$ cat config.mk
export PLATFORM = sky130hd
export DESIGN_NAME = rpx_exec_unit
export DESIGN_NICKNAME = d
export VERILOG_FILES = /design/src/rtl/rpx_pkg.sv /design/src/rtl/rpx_add16.sv /design/src/rtl/rpx_regfile.sv /design/src/rtl/rpx_seq.sv /design/src/rtl/rpx_exec_unit.sv
export SDC_FILE = /design/constraint.sdc
export NUM_CORES = 1
export LEC_CHECK = 0
export BUFFER_PORTS_ARGS = -buffer_cell sky130_fd_sc_hd__buf_2
export CELL_PAD_IN_SITES_DETAIL_PLACEMENT = 0
export CELL_PAD_IN_SITES_GLOBAL_PLACEMENT = 2
export CORE_AREA = 3 3 157 159
export CTS_BUF_LIST = sky130_fd_sc_hd__clkbuf_4 sky130_fd_sc_hd__clkbuf_8 sky130_fd_sc_hd__clkbuf_16
export CTS_CLUSTER_SIZE = 28
export DETAILED_ROUTE_END_ITERATION = 10
export DIE_AREA = 0 0 160 162
export PLACE_DENSITY = 0.84
export SLEW_MARGIN = 20
export SYNTH_ARGS = -nofsm -noshare
export SYNTH_HDL_FRONTEND = slang
export SYNTH_HIERARCHICAL = 1
export SYNTH_SLANG_ARGS = --single-unit
$ cat constraint.sdc
create_clock -name clk -period 3.2 [get_ports clk]
set_input_delay 0.16 -clock clk [delete_from_list [all_inputs] [get_ports clk]]
set_output_delay 0.16 -clock clk [all_outputs]
set_load 0.1 [all_outputs]
$ cat src/rtl/rpx_pkg.sv
// Package: shared operation codes, sequencer states and register indices
// for the register-pair data-move execution unit.
package rpx_pkg;
    localparam logic [2:0] OP_XCHG  = 3'd0;
    localparam logic [2:0] OP_SPLD  = 3'd1;
    localparam logic [2:0] OP_STKX  = 3'd2;
    localparam logic [2:0] OP_STIND = 3'd3;
    localparam logic [2:0] OP_PADD  = 3'd4;

    localparam logic [3:0] IDX_A  = 4'd0;
    localparam logic [3:0] IDX_B  = 4'd1;
    localparam logic [3:0] IDX_C  = 4'd2;
    localparam logic [3:0] IDX_D  = 4'd3;
    localparam logic [3:0] IDX_E  = 4'd4;
    localparam logic [3:0] IDX_H  = 4'd5;
    localparam logic [3:0] IDX_L  = 4'd6;
    localparam logic [3:0] IDX_SP = 4'd7;
    localparam logic [3:0] IDX_CY = 4'd8;

    typedef enum logic [2:0] {
        S_IDLE, S_EXEC, S_RD0, S_RD1, S_WR0, S_WR1, S_STORE
    } seq_state_t;
endpackage

$ cat src/rtl/rpx_add16.sv
// Module: plain W-bit adder with carry out, used for the pair add.
// Assumes both operands are unsigned; the sum wraps modulo 2**W.
module rpx_add16 #(
    parameter int W = 16
) (
    input  logic [W-1:0] opa,
    input  logic [W-1:0] opb,
    output logic [W-1:0] sum,
    output logic         cout
);
    // Widened add so the carry out falls into the top bit.
    always_comb begin
        {cout, sum} = {1'b0, opa} + {1'b0, opb};
    end
endmodule

$ cat src/rtl/rpx_regfile.sv
// Module: byte register file (A, B, C, D, E, H, L), stack pointer and carry.
// Assumes the sequencer's commands and the external write port never act
// in the same cycle (the top gates the port with busy).
module rpx_regfile #(
    parameter int DW = 8
) (
    input  logic            clk,
    input  logic            rst_n,
    input  logic            ext_we,
    input  logic [3:0]      ext_idx,
    input  logic [2*DW-1:0] ext_data,
    input  logic            cmd_xchg,
    input  logic            cmd_spld,
    input  logic            cmd_hl_we,
    input  logic [2*DW-1:0] cmd_hl_val,
    input  logic            cmd_cy_we,
    input  logic            cmd_cy_val,
    output logic [DW-1:0]   a,
    output logic [DW-1:0]   b,
    output logic [DW-1:0]   c,
    output logic [DW-1:0]   d,
    output logic [DW-1:0]   e,
    output logic [DW-1:0]   h,
    output logic [DW-1:0]   l,
    output logic [2*DW-1:0] sp,
    output logic            cy
);
    import rpx_pkg::*;
    localparam int AW = 2 * DW;

    // Register update: reset, sequencer commands, then external writes.
    always_ff @(posedge clk) begin
        if (!rst_n) begin
            a  <= '0; b <= '0; c <= '0; d <= '0;
            e  <= '0; h <= '0; l <= '0;
            sp <= '0; cy <= 1'b0;
        end else begin
            if (cmd_xchg) begin
                h <= d; l <= e; d <= h; e <= l;
            end
            if (cmd_spld) sp <= {h, l};
            if (cmd_hl_we) {h, l} <= cmd_hl_val;
            if (cmd_cy_we) cy <= cmd_cy_val;
            if (ext_we) begin
                case (ext_idx)
                    IDX_A:   a  <= ext_data[DW-1:0];
                    IDX_B:   b  <= ext_data[DW-1:0];
                    IDX_C:   c  <= ext_data[DW-1:0];
                    IDX_D:   d  <= ext_data[DW-1:0];
                    IDX_E:   e  <= ext_data[DW-1:0];
                    IDX_H:   h  <= ext_data[DW-1:0];
                    IDX_L:   l  <= ext_data[DW-1:0];
                    IDX_SP:  sp <= ext_data[AW-1:0];
                    IDX_CY:  cy <= ext_data[0];
                    default: ;
                endcase
            end
        end
    end

    // loading SP from HL must leave H and L as they were.
    a_r2_hl_kept: assert property (@(posedge clk) disable iff (!rst_n)
        cmd_spld |=> $stable({h, l}));
endmodule

$ cat src/rtl/rpx_seq.sv
// Module: operation sequencer. Accepts a start when idle, runs register-only
// operations in one execute cycle and memory operations as acknowledged
// steps, then pulses done. Assumes mem_rdata is valid in the ack cycle.
module rpx_seq #(
    parameter int DW = 8
) (
    input  logic            clk,
    input  logic            rst_n,
    input  logic            start,
    input  logic [2:0]      op,
    input  logic [1:0]      pair_sel,
    input  logic [DW-1:0]   a,
    input  logic [DW-1:0]   b,
    input  logic [DW-1:0]   c,
    input  logic [DW-1:0]   d,
    input  logic [DW-1:0]   e,
    input  logic [DW-1:0]   h,
    input  logic [DW-1:0]   l,
    input  logic [2*DW-1:0] sp,
    input  logic [2*DW-1:0] sum,
    input  logic            cout,
    output logic [2*DW-1:0] add_rhs,
    output logic            cmd_xchg,
    output logic            cmd_spld,
    output logic            cmd_hl_we,
    output logic [2*DW-1:0] cmd_hl_val,
    output logic            cmd_cy_we,
    output logic            cmd_cy_val,
    output logic            mem_req,
    output logic            mem_we,
    output logic [2*DW-1:0] mem_addr,
    output logic [DW-1:0]   mem_wdata,
    input  logic [DW-1:0]   mem_rdata,
    input  logic            mem_ack,
    output logic            busy,
    output logic            done
);
    import rpx_pkg::*;
    localparam int AW = 2 * DW;

    seq_state_t      state;
    logic [2:0]      op_q;
    logic [1:0]      sel_q;
    logic [DW-1:0]   tmp_lo;
    logic [DW-1:0]   tmp_hi;
    logic [AW-1:0]   sp_next;
    logic            finish;

    assign sp_next = sp + AW'(1);
    assign busy    = (state != S_IDLE);

    // Add operand: the pair named by the latched select.
    always_comb begin
        case (sel_q)
            2'd0:    add_rhs = {b, c};
            2'd1:    add_rhs = {d, e};
            2'd2:    add_rhs = {h, l};
            default: add_rhs = sp;
        endcase
    end

    // Memory port drive for the current step.
    always_comb begin
        mem_req   = 1'b0;
        mem_we    = 1'b0;
        mem_addr  = '0;
        mem_wdata = '0;
        case (state)
            S_RD0:   begin mem_req = 1'b1; mem_addr = sp; end
            S_RD1:   begin mem_req = 1'b1; mem_addr = sp_next; end
            S_WR0:   begin mem_req = 1'b1; mem_we = 1'b1; mem_addr = sp;      mem_wdata = l; end
            S_WR1:   begin mem_req = 1'b1; mem_we = 1'b1; mem_addr = sp_next; mem_wdata = h; end
            S_STORE: begin mem_req = 1'b1; mem_we = 1'b1;
                           mem_addr = sel_q[0] ? {d, e} : {b, c}; mem_wdata = a; end
            default: ;
        endcase
    end

    // Register commands issued on the completing cycle.
    always_comb begin
        cmd_xchg   = (state == S_EXEC) && (op_q == OP_XCHG);
        cmd_spld   = (state == S_EXEC) && (op_q == OP_SPLD);
        cmd_cy_we  = (state == S_EXEC) && (op_q == OP_PADD);
        cmd_cy_val = cout;
        cmd_hl_we  = cmd_cy_we || ((state == S_WR1) && mem_ack);
        cmd_hl_val = (state == S_WR1) ? {tmp_hi, tmp_lo} : sum;
        finish     = (state == S_EXEC) ||
                     (((state == S_WR1) || (state == S_STORE)) && mem_ack);
    end

    // State machine, operand latches and read-data capture.
    always_ff @(posedge clk) begin
        if (!rst_n) begin
            state  <= S_IDLE;
            op_q   <= '0;
            sel_q  <= '0;
            tmp_lo <= '0;
            tmp_hi <= '0;
        end else begin
            case (state)
                S_IDLE: if (start) begin
                    op_q  <= op;
                    sel_q <= pair_sel;
                    case (op)
                        OP_STKX:  state <= S_RD0;
                        OP_STIND: state <= S_STORE;
                        default:  state <= S_EXEC;
                    endcase
                end
                S_EXEC:  state <= S_IDLE;
                S_RD0:   if (mem_ack) begin tmp_lo <= mem_rdata; state <= S_RD1; end
                S_RD1:   if (mem_ack) begin tmp_hi <= mem_rdata; state <= S_WR0; end
                S_WR0:   if (mem_ack) state <= S_WR1;
                S_WR1:   if (mem_ack) state <= S_IDLE;
                S_STORE: if (mem_ack) state <= S_IDLE;
                default: state <= S_IDLE;
            endcase
        end
    end

    // Completion pulse, registered so it lines up with the updated registers.
    always_ff @(posedge clk) begin
        if (!rst_n) done <= 1'b0;
        else        done <= finish;
    end

    // completion lasts a single clock.
    a_r8_done_pulse: assert property (@(posedge clk) disable iff (!rst_n)
        done |=> !done);
    // the unit is free again when it reports completion.
    a_r8_done_idle: assert property (@(posedge clk) disable iff (!rst_n)
        done |-> !busy);
    // an unacknowledged request holds steady.
    a_r9_req_hold: assert property (@(posedge clk) disable iff (!rst_n)
        (mem_req && !mem_ack) |=> (mem_req && $stable(mem_addr) &&
                                   $stable(mem_we) && $stable(mem_wdata)));
    // no memory traffic while idle.
    a_r9_idle_quiet: assert property (@(posedge clk) disable iff (!rst_n)
        !busy |-> !mem_req);
    // the stack pointer does not move during memory steps.
    a_r3_sp_hold: assert property (@(posedge clk) disable iff (!rst_n)
        (mem_req && (state != S_STORE)) |=> $stable(sp));
endmodule

$ cat src/rtl/rpx_exec_unit.sv
// Module: top of the register-pair data-move execution unit. Ties the
// sequencer, register file and adder together and blocks the register
// write port while an operation is in progress.
module rpx_exec_unit #(
    parameter int DW = 8
) (
    input  logic            clk,
    input  logic            rst_n,
    input  logic            start,
    input  logic [2:0]      op,
    input  logic [1:0]      pair_sel,
    output logic            busy,
    output logic            done,
    input  logic            reg_wr_en,
    input  logic [3:0]      reg_wr_idx,
    input  logic [2*DW-1:0] reg_wr_data,
    output logic            mem_req,
    output logic            mem_we,
    output logic [2*DW-1:0] mem_addr,
    output logic [DW-1:0]   mem_wdata,
    input  logic [DW-1:0]   mem_rdata,
    input  logic            mem_ack,
    output logic [DW-1:0]   reg_a,
    output logic [DW-1:0]   reg_b,
    output logic [DW-1:0]   reg_c,
    output logic [DW-1:0]   reg_d,
    output logic [DW-1:0]   reg_e,
    output logic [DW-1:0]   reg_h,
    output logic [DW-1:0]   reg_l,
    output logic [2*DW-1:0] reg_sp,
    output logic            flag_cy
);
    localparam int AW = 2 * DW;

    logic          ext_we;
    logic [AW-1:0] add_rhs, sum, cmd_hl_val;
    logic          cout, cmd_xchg, cmd_spld, cmd_hl_we, cmd_cy_we, cmd_cy_val;

    // Register port is honoured only while idle.
    assign ext_we = reg_wr_en && !busy;

    rpx_add16 #(.W(AW)) u_add (
        .opa(AW'({reg_h, reg_l})), .opb(add_rhs), .sum(sum), .cout(cout)
    );

    rpx_regfile #(.DW(DW)) u_rf (
        .clk(clk), .rst_n(rst_n),
        .ext_we(ext_we), .ext_idx(reg_wr_idx), .ext_data(reg_wr_data),
        .cmd_xchg(cmd_xchg), .cmd_spld(cmd_spld),
        .cmd_hl_we(cmd_hl_we), .cmd_hl_val(cmd_hl_val),
        .cmd_cy_we(cmd_cy_we), .cmd_cy_val(cmd_cy_val),
        .a(reg_a), .b(reg_b), .c(reg_c), .d(reg_d), .e(reg_e),
        .h(reg_h), .l(reg_l), .sp(reg_sp), .cy(flag_cy)
    );

    rpx_seq #(.DW(DW)) u_seq (
        .clk(clk), .rst_n(rst_n), .start(start), .op(op), .pair_sel(pair_sel),
        .a(reg_a), .b(reg_b), .c(reg_c), .d(reg_d), .e(reg_e),
        .h(reg_h), .l(reg_l), .sp(reg_sp), .sum(sum), .cout(cout),
        .add_rhs(add_rhs), .cmd_xchg(cmd_xchg), .cmd_spld(cmd_spld),
        .cmd_hl_we(cmd_hl_we), .cmd_hl_val(cmd_hl_val),
        .cmd_cy_we(cmd_cy_we), .cmd_cy_val(cmd_cy_val),
        .mem_req(mem_req), .mem_we(mem_we), .mem_addr(mem_addr),
        .mem_wdata(mem_wdata), .mem_rdata(mem_rdata), .mem_ack(mem_ack),
        .busy(busy), .done(done)
    );

    // a blocked register write leaves the accumulator untouched.
    a_r11_port_blocked: assert property (@(posedge clk) disable iff (!rst_n)
        (busy && reg_wr_en && !done) |=> $stable(reg_a));
endmodule

== Yosys cells after proc, flatten, opt, wreduce, memory -nomap -nowiden ==
Index checks and enable logic that the tools add are counted.
Storage, ports and cells
  output and inout port bits: 101
  register bits: 98
Cells by class
  mux-type cells: 34
  equal/unequal tests: 25
  reduce and logical (&&, ||, !) cells: 27
  add/sub/neg operators: 2
Operators with widths (count)
  8-bit 2-to-1 mux: 14
  16-bit one-hot mux with 3 select lines: 2
  16-bit 2-to-1 mux: 5
  8-bit one-hot mux with 3 select lines: 1
  16-bit by 16-bit adder with 17-bit output: 1
  16-bit by 1-bit adder with 16-bit output (second input constant): 1
  4-bit by 3-bit == test with 1-bit output (second input constant): 4
  3-bit 2-to-1 mux: 5
  3-bit one-hot mux with 5 select lines: 1
  3-bit by 2-bit == test with 1-bit output (second input constant): 4
  3-bit == test (second input constant): 4
  2-bit AND reduction: 6
  4-bit by 2-bit == test with 1-bit output (second input constant): 2
  2-bit inequality test (second input constant): 4
  3-bit by 1-bit == test with 1-bit output (second input constant): 2
  1-bit logical AND: 6
  3-bit zero test: 2
  3-bit one-hot mux with 2 select lines: 1
  2-bit OR reduction: 3
  1-bit 2-to-1 mux: 5
  5-bit AND reduction: 1
  5-bit OR reduction: 1
  4-bit by 1-bit == test with 1-bit output (second input constant): 1
  4-bit == test (second input constant): 1
  9 further kinds: 11

== Depth between registers and ports, before layout ==
  depth after elaboration: 7
  gate-level depth with buffers: 15

== Hierarchy ==
The synthesis kept the hierarchy.
By module, submodules not included
  rpx_regfile: cells each 373, area an instance 3423.3 um^2, seq. area each 1461.4 um^2, instances 1
  rpx_seq: cells each 332, area an instance 2721.4 um^2, seq. area each 500.5 um^2, instances 1
  rpx_add16: cells each 110, area an instance 855.8 um^2, seq. area each 0.0 um^2, instances 1
  rpx_exec_unit: cells each 1, area an instance 13.8 um^2, seq. area each 0.0 um^2, instances 1

== Worst setup path after synthesis ==
OpenSTA, ideal clock, no wires.
  path kind: reg2out
  from: register u_rf.sp[0]
  to: output mem_addr[14]
  data arrival time: 4323 ps
  buffers on the path: 1
  path slack: -1283 ps
  data required time: 3040 ps
  stages on the path, launching flop included: 7
  path through: dfxtp_1 > ha_1 > and4_1 > buf_2 > nand4_1 > xor2_1 > a221oi_1
Between the ends
  word-level cells in the longest chain between the ends: 2
RTL lines
  start: declaration: RTL line rpx_regfile.sv:25  | output logic [2*DW-1:0] sp,
  start signal: assignment: RTL line rpx_regfile.sv:41  | if (cmd_spld) sp <= {h, l};
  start signal: assignment: RTL line rpx_regfile.sv:53  | IDX_SP: sp <= ext_data[AW-1:0];
  16-bit by 1-bit adder with 16-bit output: RTL line rpx_seq.sv:49  | assign sp_next = sp + AW'(1);
  16-bit one-hot mux with 3 select lines: RTL line rpx_seq.sv:68  | case (state)
  end: declaration: RTL line rpx_exec_unit.sv:19  | output logic [2*DW-1:0] mem_addr,
No other way between the ends.

== Worst setup path after layout ==
  from: register u_seq.sel_q[0]
  to: register u_rf.h[7]
Between the ends
  word-level cells in the longest chain between the ends: 7
  elaborated cells on any way between the ends: 9
  classes of those cells: add/sub (1); eq/ne (2); mux (5); reduce/logical (1)
RTL lines
  start: declaration: RTL line rpx_seq.sv:43  | logic [1:0] sel_q;
  start signal: assignment: RTL line rpx_seq.sv:103  | sel_q <= pair_sel;
  2-bit == test, or another cell as far along: RTL line rpx_seq.sv:54  | case (sel_q)
  16-bit one-hot mux with 3 select lines *: RTL line rpx_seq.sv:54
  named net add_rhs[11]: RTL line rpx_exec_unit.sv:36  | logic [AW-1:0] add_rhs, sum, cmd_hl_val;
  16-bit by 16-bit adder with 17-bit output *: RTL line rpx_add16.sv:13  | {cout, sum} = {1'b0, opa} + {1'b0, opb};
  named net sum[15]: RTL line rpx_exec_unit.sv:36
  16-bit 2-to-1 mux *: RTL line rpx_seq.sv:86  | cmd_hl_val = (state == S_WR1) ? {tmp_hi, tmp_lo} : sum;
  named net cmd_hl_val[15]: RTL line rpx_exec_unit.sv:36
  8-bit 2-to-1 mux *: RTL line rpx_regfile.sv:42  | if (cmd_hl_we) {h, l} <= cmd_hl_val;
  8-bit 2-to-1 mux: RTL line rpx_regfile.sv:45  | case (ext_idx)
  8-bit 2-to-1 mux *: RTL line rpx_regfile.sv:44  | if (ext_we) begin
  end signal: assignment: RTL line rpx_regfile.sv:42
  end signal: assignment: RTL line rpx_regfile.sv:51  | IDX_H: h <= ext_data[DW-1:0];
  end: declaration: RTL line rpx_regfile.sv:23  | output logic [DW-1:0] h,
The timed path passes the listed nets; every way through them passes the cells marked *.
A chain may end at the register's enable or synchronous reset.

==> flow_summary_export.csv <==
group,metric,value,unit
status,outcome,"finished clean",
synth,synth_top_area_share,27.97,%
timing,drv_slew,0,
synth,synth_seq_area_share,27.97,%
floorplan,dieArea,25920,um2
synth,ys_warn_count,6,
cts,clk_pin_slew,0.08,ns
worst_setup_path,worstSetupEndpointType,"flip-flop",
floorplan,pin_count,139,
global_route,grt_pass1_wl,45.06,mm
worst_hold_path,min-delay-start,"mem_rdata[7]",
cts,clock_sinks,98,
worst_setup_path,crit_arrival,3.26,ns
worst_setup_path,crit_fanout,15,
placed_design,io_buffers,138,
drt,initialDrtViolationCount,733,
timing,finClkSkew,0.01124,ns
synth,synth_ff_type,"dfxtp_1",
synth,synth_top_area_cell,"dfxtp_1",
finish,layout-area-overhead-vs-synth,29.02,%
worst_setup_path,path_class,"reg -> reg",
timing,slew_headroom,26.39,%
finish,seq_area,1976,um2
cts,cts-root-buf,"clkbuf_16",
worst_setup_path,reg2reg_to,"u_rf/h[7]",
synth,synth_edf_count,0,
global_route,antenna_found_initial,0,
finish,drive_gt1_share,34.38,%
power,ir_worst_vdd,267.5,uV
global_route,grt_pass1_vias,7066,
floorplan,coreArea,23400,um2
timing,fin_hold_ws,0.06626,ns
finish,nets,1040,
finish,utilization,38.67,%
drt,avgRoutedWirePerCell,23.24,um
timing,fmax,0.3304,GHz
timing,period_needed,3.026,ns
cts,numCtsBuffers,9,
finish,nFillCells,2458,
timing,rsz0062_at_grt,"false",
floorplan,fp.dieH,162,um
worst_setup_path,crit_slowest_cell,"mux4_2",
worst_setup_path,max_stage_delay,0.51,ns
synth,synthArstFlopShare,0,%
synth,syn_area,7014,um2
synth,syn_avg_cell_area,8.596,um2
synth,netlist_instances,816,
worst_setup_path,cp_cell_sequence,"buf_12 -> mux4_2 -> ha_1 -> a21o_1 -> a211o_1 -> o221ai_1 -> o211ai_1 -> xor2_1 -> mux2_2 -> mux2i_1 -> o22ai_1",
timing,hold_violations,0,
power,finalPower,3.771,mW
worst_setup_path,rrSetupSlack,0.17,ns
drt,drt_wl_total,30.40,mm
drt,viasPerCell,5.633,
placed_design,dp_hpwl,22.79,mm
cts,clockBufferDepth,2,
power,p_per_area,416.7,nW/um2
cts,cts_tree,"yes",
synth,yosys.cell_types.count,74,
worst_hold_path,holdPathStages,3,
finish,diodes,0,
drt,ant_nets,0,
worst_setup_path,critPathLaunchType,"flip-flop",
floorplan,die_width,160,um
worst_setup_path,reg2reg_depth,11,
cts,postCtsHoldBufs,0,
run,drv_cap,0,
global_route,grtUsageTotal,22.69,%
drt,dr.pass1.iters,5,
cts,htreeDepth,3,
cts,worstSkewPairLatency,0.36,ns
placed_design,place_congestion,0.9353,
timing,tightest_slew,1.100,ns
power,p_leak,3.705,nW
floorplan,start_util,29.97,%
finish,multiInputGateArea,4735,um2
drt,via_count,7368,
drt,drc,0,
worst_setup_path,cp.required,3.43,ns
synth,syn_nets,872,
global_route,overflow,0,
global_route,grt_max_degree,42,
floorplan,fp-row-count,56,
synth,ys_seq_elements,98,
timing,setup_viol,0,
worst_setup_path,r2r-start,"u_seq/sel_q[0]",
worst_hold_path,hp-class,"in -> reg",
synth,synth.area.top_cells,"dfxtp_1 28%, mux2i_1 12%, o21ai_0 4.4%, mux2_2 4.2%, nand2_1 3.8%",
worst_hold_path,min_to,"u_seq/tmp_lo[7]",
timing,period_share,94.58,%
metal layers:
metal  share of wire [%]  vias up  track usage, %
li1                    -     3375               -
met1                  44     3542           31.25
met2                  44      407           35.76
met3                 9.0       44           5.177
met4                 2.2        0           6.312
met5                   0        -               0
critical path: cells and delay by family (launching register included):
| kind | cells | cell delay (ns) |
|---|---|---|
| adders and majority gates | 1 | 0.32 |
| DFF | 1 | 0.41 |
| muxes | 3 | 0.93 |
| AOI/OAI and AO/OA | 5 | 0.89 |
| xor gates and xnor gates | 1 | 0.16 |
| buffers and inverters | 1 | 0.18 |
synthesized netlist by cell type (7+ instances only):
library cell  instances
nand4_1               7
mux4_2               10
buf_6                 7
and3_1                7
nand2_1              71
nor3_1               28
ha_1                 17
a211oi_1             29
clkbuf_1             33
xor2_1               11
nor2_1               12
dfxtp_1              98
buf_2                31
a22o_1                8
a21oi_1              38
a21boi_0             17
mux2i_1              86
o21ai_0              61
mux2_2               26
a21o_1                9
and2_1               13
inv_1                18
o311a_1               9
xnor2_1              11
nor2b_1              15
o22ai_1              24
nand3_1              34
through the flow:
| stage | cell area, um2 | cells | TNS [ns] | setup slack (ns) |
|---|---|---|---|---|
| detailed placement | 8666 | 1289 | -0.1424 | -0.09260 |
| floorplan | 7124 | 816 | -0.3716 | -0.3716 |
| finish | 9050 | 1308 | 0 | 0.1736 |
| CTS | 8979 | 1305 | 0 | 0.01412 |
| global placement | 8666 | 1289 | -0.7585 | -0.1838 |
| global route | 9050 | 1308 | 0 | 0.01572 |
how the worst max path moves through the flow:
stage	startpoint	end	slack [ns]	cells past startpoint
6_report	u_seq/sel_q[0]	u_rf/h[7]	0.17	11
5_1_grt	u_seq/sel_q[0]	u_rf/h[4]	0.02	13
4_1_cts	u_seq/sel_q[0]	u_rf/h[6]	0.01	10
3_5_place_dp	u_seq/sel_q[0]	u_rf/cy	-0.09	11
3_3_place_gp	u_seq/sel_q[0]	u_rf/cy	-0.18	11
2_1_floorplan	u_rf/sp[0]	mem_addr[14]	-0.37	6
cell usage in the layout (no fill, tap or decap), types with 4 or more instances in the layout:
master	instances
buf_2	130
nand2_1	71
and4_1	5
ha_1	14
nor2b_1	15
a22o_1	8
a21oi_1	35
and3_1	7
nand4_1	7
nand3_1	34
inv_1	18
o22ai_2	6
buf_4	95
nor3_1	28
a211oi_1	28
o21ai_0	60
mux2i_1	85
dfxtp_1	89
xnor2_1	11
dfxtp_2	8
nor4_1	4
mux2_2	26
xor2_1	11
mux4_2	10
and2_1	13
nor2_1	10
a21o_1	9
nand2b_1	5
a21boi_0	17
o22ai_1	18
a21oi_2	5
buf_12	10
o21ai_2	4
clkbuf_16	9
o311a_1	9
cells by family after synthesis:
kind of cell             share of synthesized area, %
AO/OA/AOI/OAI                                   22.46
XOR/XNOR                                        2.747
adder cells (fa/ha/maj)                         3.318
buffers and inverters                           6.761
flip-flops                                      27.97
multiplexers                                    20.03
AND/OR/NAND/NOR                                 16.71
layout make-up:
class | count | share of cell area, %
Multi-Input combinational cell | 622 | 52.32
Timing Repair Buffer | 235 | 17.28
Clock inverter | 7 | 0.9263
Inverter | 18 | 0.7466
Clock buffer | 9 | 2.489
Sequential cell | 98 | 21.83
Tap cell | 319 | 4.410
state kept, by name, summed over array words and instances (netlist names):
register and cells:
u_rf/a 8, u_rf/b 8, u_rf/c 8, u_rf/cy 1, u_rf/d 8, u_rf/e 8
u_rf/h 8, u_rf/l 8, u_rf/sp 16, u_seq/done 1, u_seq/op_q 3, u_seq/sel_q 2
u_seq/state 3, u_seq/tmp_hi 8, u_seq/tmp_lo 8
power breakdown:
part	internal, mW	switching (mW)	total, mW
Combinational	0.375	0.902	1.28
Clock	0.623	0.559	1.18
Sequential	1.26	0.0489	1.31
Total	2.26	1.51	3.77
timing repair:
item,in CTS,in global routing
gates resized for setup,2,11
setup buffers,0,3
setup endpoints to repair,5,9
pin swaps,0,4
hold endpoints to repair,0,0
(Power assumes the default switching activity.)
